===== config.mk =====
export PLATFORM = sky130hd
export DESIGN_NAME = vlsb_mult
export DESIGN_NICKNAME = d
export VERILOG_FILES = /design/src/rtl/vlsb_pkg.sv /design/src/rtl/vlsb_booth_pp.sv /design/src/rtl/vlsb_split_accum.sv /design/src/rtl/vlsb_mult.sv
export SDC_FILE = /design/constraint.sdc
export NUM_CORES = 1
export LEC_CHECK = 0
export BUFFER_PORTS_ARGS = -buffer_cell sky130_fd_sc_hd__buf_2
export CORE_ASPECT_RATIO = 1.75
export CORE_MARGIN = 4
export CORE_UTILIZATION = 35
export CTS_CLUSTER_SIZE = 10
export DETAILED_ROUTE_END_ITERATION = 10
export GPL_TIMING_DRIVEN = 0
export SLEW_MARGIN = 30
export SYNTH_ARGS = -nofsm -noshare
export SYNTH_HDL_FRONTEND = slang
export SYNTH_HIERARCHICAL = 1
export SYNTH_SLANG_ARGS = --single-unit

===== constraint.sdc =====
create_clock -name clk -period 2.6 [get_ports clk]
set_clock_uncertainty 0.2 [all_clocks]
set_input_delay 0.52 -clock clk [delete_from_list [all_inputs] [get_ports clk]]
set_output_delay 0.52 -clock clk [all_outputs]
set_load 0.005 [all_outputs]

===== src/rtl/vlsb_pkg.sv =====
package vlsb_pkg;

    typedef enum logic {
        PH_IDLE = 1'b0,
        PH_FIX  = 1'b1
    } phase_e;

    typedef enum logic [2:0] {
        DG_ZERO,
        DG_POS1,
        DG_POS2,
        DG_NEG1,
        DG_NEG2
    } digit_e;

    // Radix-4 Booth recoding of a bit triplet {b[2i+1], b[2i], b[2i-1]}
    function automatic digit_e recode(input logic [2:0] trip);
        case (trip)
            3'b001, 3'b010: return DG_POS1;
            3'b011:         return DG_POS2;
            3'b100:         return DG_NEG2;
            3'b101, 3'b110: return DG_NEG1;
            default:        return DG_ZERO;
        endcase
    endfunction

endpackage


===== src/rtl/vlsb_booth_pp.sv =====
module vlsb_booth_pp
    import vlsb_pkg::*;
#(
    parameter int N = 16,
    localparam int NPP = N / 2,
    localparam int PW  = 2 * N
) (
    input  logic [N-1:0]            a_in,
    input  logic [N-1:0]            b_in,
    output logic [NPP-1:0][PW-1:0]  pp_out
);

    logic [PW-1:0] a_ext;
    assign a_ext = {{N{a_in[N-1]}}, a_in};

    for (genvar g = 0; g < NPP; g++) begin : g_digit
        logic [2:0]    trip;
        logic [PW-1:0] mult;

        if (g == 0) begin : g_first
            assign trip = {b_in[1], b_in[0], 1'b0};
        end else begin : g_rest
            assign trip = {b_in[2*g+1], b_in[2*g], b_in[2*g-1]};
        end

        always_comb begin
            case (recode(trip))
                DG_POS1: mult = a_ext;
                DG_POS2: mult = a_ext << 1;
                DG_NEG1: mult = -a_ext;
                DG_NEG2: mult = -(a_ext << 1);
                default: mult = '0;
            endcase
        end

        assign pp_out[g] = mult << (2 * g);
    end

endmodule


===== src/rtl/vlsb_split_accum.sv =====
module vlsb_split_accum #(
    parameter int N        = 16,
    parameter int Z        = 2,
    parameter int EST_COLS = 3,
    localparam int NPP = N / 2,
    localparam int PW  = 2 * N,
    localparam int S   = N - Z,
    localparam int HW  = N + Z,
    localparam int CW  = $clog2(NPP) + 1
) (
    input  logic [NPP-1:0][PW-1:0] pp_in,
    output logic [S-1:0]           low_bits,
    output logic [HW-1:0]          high_spec,
    output logic [CW-1:0]          carry_true,
    output logic [CW-1:0]          carry_pred
);

    logic [S+CW-1:0]        low_acc;
    logic [EST_COLS+CW-1:0] est_acc;
    logic [HW-1:0]          high_acc;

    // Full low-section sum: the true carry is everything above column S
    always_comb begin
        low_acc = '0;
        for (int i = 0; i < NPP; i++) begin
            low_acc = low_acc + (S+CW)'(pp_in[i][S-1:0]);
        end
    end

    // Estimate: only the top EST_COLS columns, ripple from below ignored
    always_comb begin
        est_acc = '0;
        for (int i = 0; i < NPP; i++) begin
            est_acc = est_acc + (EST_COLS+CW)'(pp_in[i][S-1 -: EST_COLS]);
        end
    end

    // Upper section, accumulated with the predicted carry-in
    always_comb begin
        high_acc = HW'(carry_pred);
        for (int i = 0; i < NPP; i++) begin
            high_acc = high_acc + pp_in[i][PW-1:S];
        end
    end

    assign low_bits   = low_acc[S-1:0];
    assign carry_true = low_acc[S+CW-1:S];
    assign carry_pred = est_acc[EST_COLS+CW-1:EST_COLS];
    assign high_spec  = high_acc;

endmodule


===== src/rtl/vlsb_mult.sv =====
module vlsb_mult
    import vlsb_pkg::*;
#(
    parameter int N        = 16,
    parameter int Z        = 2,
    parameter int EST_COLS = 3,
    localparam int NPP = N / 2,
    localparam int PW  = 2 * N,
    localparam int S   = N - Z,
    localparam int HW  = N + Z,
    localparam int CW  = $clog2(NPP) + 1
) (
    input  logic          clk,
    input  logic          rst_n,
    input  logic          start,
    input  logic [N-1:0]  op_a,
    input  logic [N-1:0]  op_b,
    output logic          ready,
    output logic          done,
    output logic          mispredict,
    output logic [PW-1:0] product
);

    typedef struct packed {
        phase_e        phase;
        logic          done;
        logic          miss;
        logic [HW-1:0] high;
        logic [S-1:0]  low;
        logic [CW-1:0] err;
        logic [PW-1:0] prod;
    } state_t;

    logic [NPP-1:0][PW-1:0] pp;
    logic [S-1:0]           low_bits;
    logic [HW-1:0]          high_spec;
    logic [CW-1:0]          carry_true;
    logic [CW-1:0]          carry_pred;
    logic                   accept;
    state_t                 st_d, st_q;

    vlsb_booth_pp #(.N(N)) u_pp (
        .a_in   (op_a),
        .b_in   (op_b),
        .pp_out (pp)
    );

    vlsb_split_accum #(.N(N), .Z(Z), .EST_COLS(EST_COLS)) u_acc (
        .pp_in      (pp),
        .low_bits   (low_bits),
        .high_spec  (high_spec),
        .carry_true (carry_true),
        .carry_pred (carry_pred)
    );

    assign accept = start && (st_q.phase == PH_IDLE);

    always_comb begin
        st_d      = st_q;
        st_d.done = 1'b0;
        st_d.miss = 1'b0;
        case (st_q.phase)
            PH_IDLE: begin
                if (accept) begin
                    if (carry_true == carry_pred) begin
                        st_d.prod = {high_spec, low_bits};
                        st_d.done = 1'b1;
                    end else begin
                        st_d.phase = PH_FIX;
                        st_d.high  = high_spec;
                        st_d.low   = low_bits;
                        st_d.err   = carry_true - carry_pred;
                    end
                end
            end
            PH_FIX: begin
                st_d.prod  = {st_q.high + HW'(st_q.err), st_q.low};
                st_d.done  = 1'b1;
                st_d.miss  = 1'b1;
                st_d.phase = PH_IDLE;
            end
            default: st_d.phase = PH_IDLE;
        endcase
    end

    always_ff @(posedge clk or negedge rst_n) begin
        if (!rst_n) begin
            st_q <= '0;
        end else begin
            st_q <= st_d;
        end
    end

    assign ready      = (st_q.phase == PH_IDLE);
    assign done       = st_q.done;
    assign mispredict = st_q.miss;
    assign product    = st_q.prod;

    // Estimate from truncated columns can only under-count the carry
    p_est_le_true_r2: assert property (@(posedge clk) disable iff (!rst_n)
        accept |-> (carry_pred <= carry_true));

    // Correct estimate: result next cycle, no flag
    p_hit_one_cycle_r3: assert property (@(posedge clk) disable iff (!rst_n)
        (accept && carry_true == carry_pred) |=> (done && !mispredict && ready));

    // Wrong estimate: one correcting cycle with ready low, then flagged result
    p_miss_two_cycle_r4: assert property (@(posedge clk) disable iff (!rst_n)
        (accept && carry_true != carry_pred) |=> (!ready && !done) ##1 (done && mispredict));

    // Flag only with the strobe
    p_flag_with_done_r5: assert property (@(posedge clk) disable iff (!rst_n)
        mispredict |-> done);

    // Every strobe traces back to an accepted start or a correcting cycle
    p_done_has_cause_r5: assert property (@(posedge clk) disable iff (!rst_n)
        $rose(done) |-> ($past(accept) || $past(st_q.phase == PH_FIX)));

    // Start while busy does not extend the operation
    p_busy_ignores_start_r6: assert property (@(posedge clk) disable iff (!rst_n)
        (!ready && start) |=> (ready && done && mispredict));

endmodule


# Word level (Yosys, flattened, before mapping)

Index checks and enable logic that the tools add are counted.

Muxes and demuxes: 24
Shifts and indexed selects: 0
Eq/ne operators: 80
Magnitude comparators: 0
Divide/modulo/power cells: 0
$add $sub $neg: 24
Multiply operators: 0
Bitwise gates (word level): 2
Reduce and logical (&&, ||, !) cells: 17

Operators with widths:

| operator             | count |
|---|---|
| $pmux W32 S4         | 1 |
| $add A18 B18 Y18     | 7 |
| $pmux W30 S4         | 1 |
| $pmux W28 S4         | 1 |
| $pmux W26 S4         | 1 |
| $pmux W24 S4         | 1 |
| $add A18 B14 Y18     | 5 |
| $eq A3 B2 Y1 const B | 30 |
| $pmux W22 S4         | 1 |
| $eq A3 B3 Y1 const B | 29 |
| $pmux W3 S4          | 7 |
| $pmux W20 S4         | 1 |
| $pmux W18 S4         | 1 |
| $mux W32             | 2 |
| $neg A32 Y32         | 2 |
| $pmux W32 S2         | 1 |
| $eq A3 B1 Y1 const B | 15 |
| $add A7 B3 Y7        | 5 |
| $reduce_or A2 Y1     | 14 |
| $add A18 B4 Y18      | 1 |
| $add A4 B18 Y18      | 1 |
| $add A14 B14 Y15     | 1 |
| $pmux W3 S3          | 1 |
| $add A3 B3 Y4        | 1 |
| other kinds (12)     | 17 |

Latch bits: 0
Input bits: 35
Memories kept: 0
Bits in registers: 71
ROM bits: 0
Bits in writable memories: 0

# Longest topological paths before layout

Word-level depth: 22
Depth in mapped cells: 45

# Modules after synthesis

The synthesis kept the hierarchy.

Modules (own cells, without submodules):

| module           | area an instance (sq um) | times used | cells each | sequential area each (sq um) |
|---|---|---|---|---|
| vlsb_split_accum | 6,966.7                  | 1          | 710        | 0.0 |
| vlsb_booth_pp    | 6,273.5                  | 1          | 1,023      | 0.0 |
| vlsb_mult        | 3,746.1                  | 1          | 336        | 1,776.7 |

# Least setup slack after synthesis

Ideal clock, no wire load.

Path kind: input port to flip-flop
Start point: input op_a[1]
End point: register st_q (netlist bit product[30])
Data required time: 2,259 ps
Path buffers: 4
Arrival: 10,607 ps
Stages on the path: 40
Slack: -8,348 ps
Cells stage by stage: clkbuf_1 inv_1 ha_1 buf_4 or4b_1 buf_2 o31a_1 or2_1 buf_6 o21ai_1 a31o_1 inv_1 fa_1 inv_1 ha_1 fa_1 inv_1 fa_1 (+4 left out) fa_1 xnor2_1 fa_1 inv_1 fa_1 fa_1 inv_1 fa_1 ha_1 fa_1 a211oi_1 o21ai_0 a21bo_2 o31ai_1 o311ai_0 and4_1 a211oi_1 a31oi_1

RTL lines:

| item                 | line            | source |
|---|---|---|
| start, declared      | vlsb_mult.sv:16 | `input logic [N-1:0] op_a,` |
| end signal, assigned | vlsb_mult.sv:90 | `st_q <= st_d;` |
| end, declared        | vlsb_mult.sv:40 | `state_t st_d, st_q;` |

==> results.cfg <==
[synthesis]
yosysTopAreaCell = fa_1
synth_seq_cells = 71
yosys-top-cells-area = fa_1 (22%), dfrtp_1 (10%), ha_1 (6.0%)
synth.most_common_cell = inv_1
ys_warn_count = 6
syn_inst = 2069
synthesis.area_sq_um = 17000
yosysTopAreaCellShare_pct = 22.2
yosys.cell_types.count = 91
synthArstFlopShare_pct = 100
synthTopCellsByCount = inv_1 (255), fa_1 (188), nand2_1 (140)
syn_area_per_cell_sq_um = 8.21
dominantRegCellSynth = dfrtp_1
ys_seq_area_share_pct = 10.5
synth_edf_count = 0

[run_status]
violations = setup timing
outcome = finished with violations

[floorplan]
die_w_um = 175
ios = 70
placementRows = 106
core_sq_um = 47900
initial_core_util_pct = 35.5
die_height_um = 299
dieArea_sq_um = 52300

[global_route]
antenna_found_initial = 1
grt_pass1_wl_um = 123000
grt_pass1_vias = 18200
grt.overflow.total = 0
grt_usage_pct = 32.1
grt_max_degree = 40

[route]
drtIter0Drc = 1628
viasPerCell = 5.95
totalWireLength_um = 85100
vias = 17400
firstDrtPassIters = 6
postRouteAntennaNets = 0
wire_per_inst_um = 29.1
drc = 0

[worst_setup_path]
worst_setup_path_end_kind = register
slowest_stage = a21oi_2
worstPathArrival_ns = 10.48
crit_required_ns = 2.67
critPathKind = in2reg
startpoint_type = input pin
timing.rr.start = st_q[32]
crit_family = adder cells
r2r_end = product[26]
path_max_fanout = 10
ff2ff_path_depth = 6
slowest_delay_ns = 0.64
rrSetupSlack_ns = 0.20
path_buf_inv = 10
path_common_cell = fa_2

[timing]
max_slew_margin_pct = 29.2
setup_tns_ns = -441.24
finalSetupViolCount = 70
post-route-period-util_pct = 400
max_freq_mhz = 96.1
final.setup.worst_slack_ns = -7.80
final.min_clock_period_ns = 10.40
hold_violations = 0
slew_violations = 0
worstMarginPinSlew_ns = 1.06
rsz0062_at_grt = true

[place]
port_buffers = 54
pre_cts_ws_ns = -9.26
gp_congestion = 1.10
hpwl_um = 67200

[clocking]
clock_latency_ns = 0.35
clkTransAtPathRegs_ns = 0.06
cts_tree = built
clk_path_buf_depth = 2
cts_sinks = 71
cts-buffers-inserted = 9
cts_root_buffer = clkbuf_16
cts.htree.levels = 3

[cells_and_area]
area_growth_pct = 20.6
fin_nets = 2573
drive_above_1_share_pct = 20.0
final_core_util_pct = 42.8

[worst_hold_path]
hold_class = reg2reg
hold_path_startpoint = st_q[43]
hold_path_depth = 2
worstHoldEndpoint = product[7]

[run]
maxCapViolations = 0
==> timing repair <==
action                                  in CTS  in global routing
endpoints found under the hold margin       38                  0
resized for setup                          118                 67
buffers inserted                            52                 24
endpoints found under the setup margin      71                 70
pin swaps                                   65                 48
hold buffers                                 1                  0
cloned                                       2                  2
==> layer usage <==
metal | wire length (um) | track usage, % | vias to the layer above | share of wire [%]
met5 | 0 | 0 | - | 0
met4 | 9160 | 26.4 | 0 | 11
met3 | 5690 | 5.53 | 334 | 6.7
met2 | 42200 | 56.7 | 951 | 50
met1 | 28000 | 32.8 | 8542 | 33
li1 | - | - | 7573 | -
==> tightest hold or removal path, delay by kind of cell, from the launching register on <==
| family | cells | cell delay [ns] |
|---|---|---|
| compound gates | 1 | 0.06 |
| flops | 1 | 0.34 |
| simple gates | 1 | 0.05 |
==> cells in the final DEF, fill, tap and decap left out, types with 71 or more instances in the layout <==
cell type,count
inv_1,240
fa_1,181
buf_4,135
nand2_1,133
nor2_1,112
clkbuf_1,103
a21oi_1,100
ha_1,73
o21ai_0,71
dfrtp_1,71
==> registers in the layout, summed over array words and instances (netlist names) <==
| name | count |
|---|---|
| product | 32 |
| done | 1 |
| st_q | 37 |
| mispredict | 1 |
==> stage by stage <==
step / hold WS (ns) / cell area (sq um) / cells
CTS: 0.288 / 20100 / 2902
global placement: 0.270 / 18600 / 2826
floorplan: 0.0244 / 17500 / 2124
finish: 0.284 / 20500 / 2922
global route: 0.330 / 20500 / 2921
detailed placement: 0.275 / 18800 / 2832
==> worst max-delay path by stage <==
stage,from,to,slack [ns],cells past startpoint
5_1_grt,op_a[7],product[28],-7.99,38
3_5_place_dp,op_a[3],product[28],-9.26,37
6_report,op_a[7],product[30],-7.80,38
3_3_place_gp,op_a[7],product[28],-9.55,39
4_1_cts,op_a[1],product[30],-7.76,46
2_1_floorplan,op_a[1],product[28],-7.57,41
==> cell families after synthesis <==
family	after synthesis	synth area share, %
buffers and inverters	506	13.3
xor gates and xnor gates	96	4.95
muxes	86	5.30
other	1	0.0221
and+or+nand+nor	439	12.7
DFF	71	10.5
adders and majority gates	270	28.2
AOI/OAI and AO/OA	600	25.1
==> final cells by class <==
type / count / area [sq um]
Fill cell: 4857 / 27400
Multi-Input combinational cell: 1547 / 14000
Sequential cell: 71 / 1780
Buffer: 243 / 1460
Timing Repair Buffer: 137 / 1170
Inverter: 259 / 995
Tap cell: 648 / 811
Clock buffer: 9 / 225
Clock inverter: 7 / 63.8
Antenna cell: 1 / 2.50
Power is left out: the tool's default activity adds up to more than one toggle a clock period on the data nets, which glitch-free logic cannot reach.
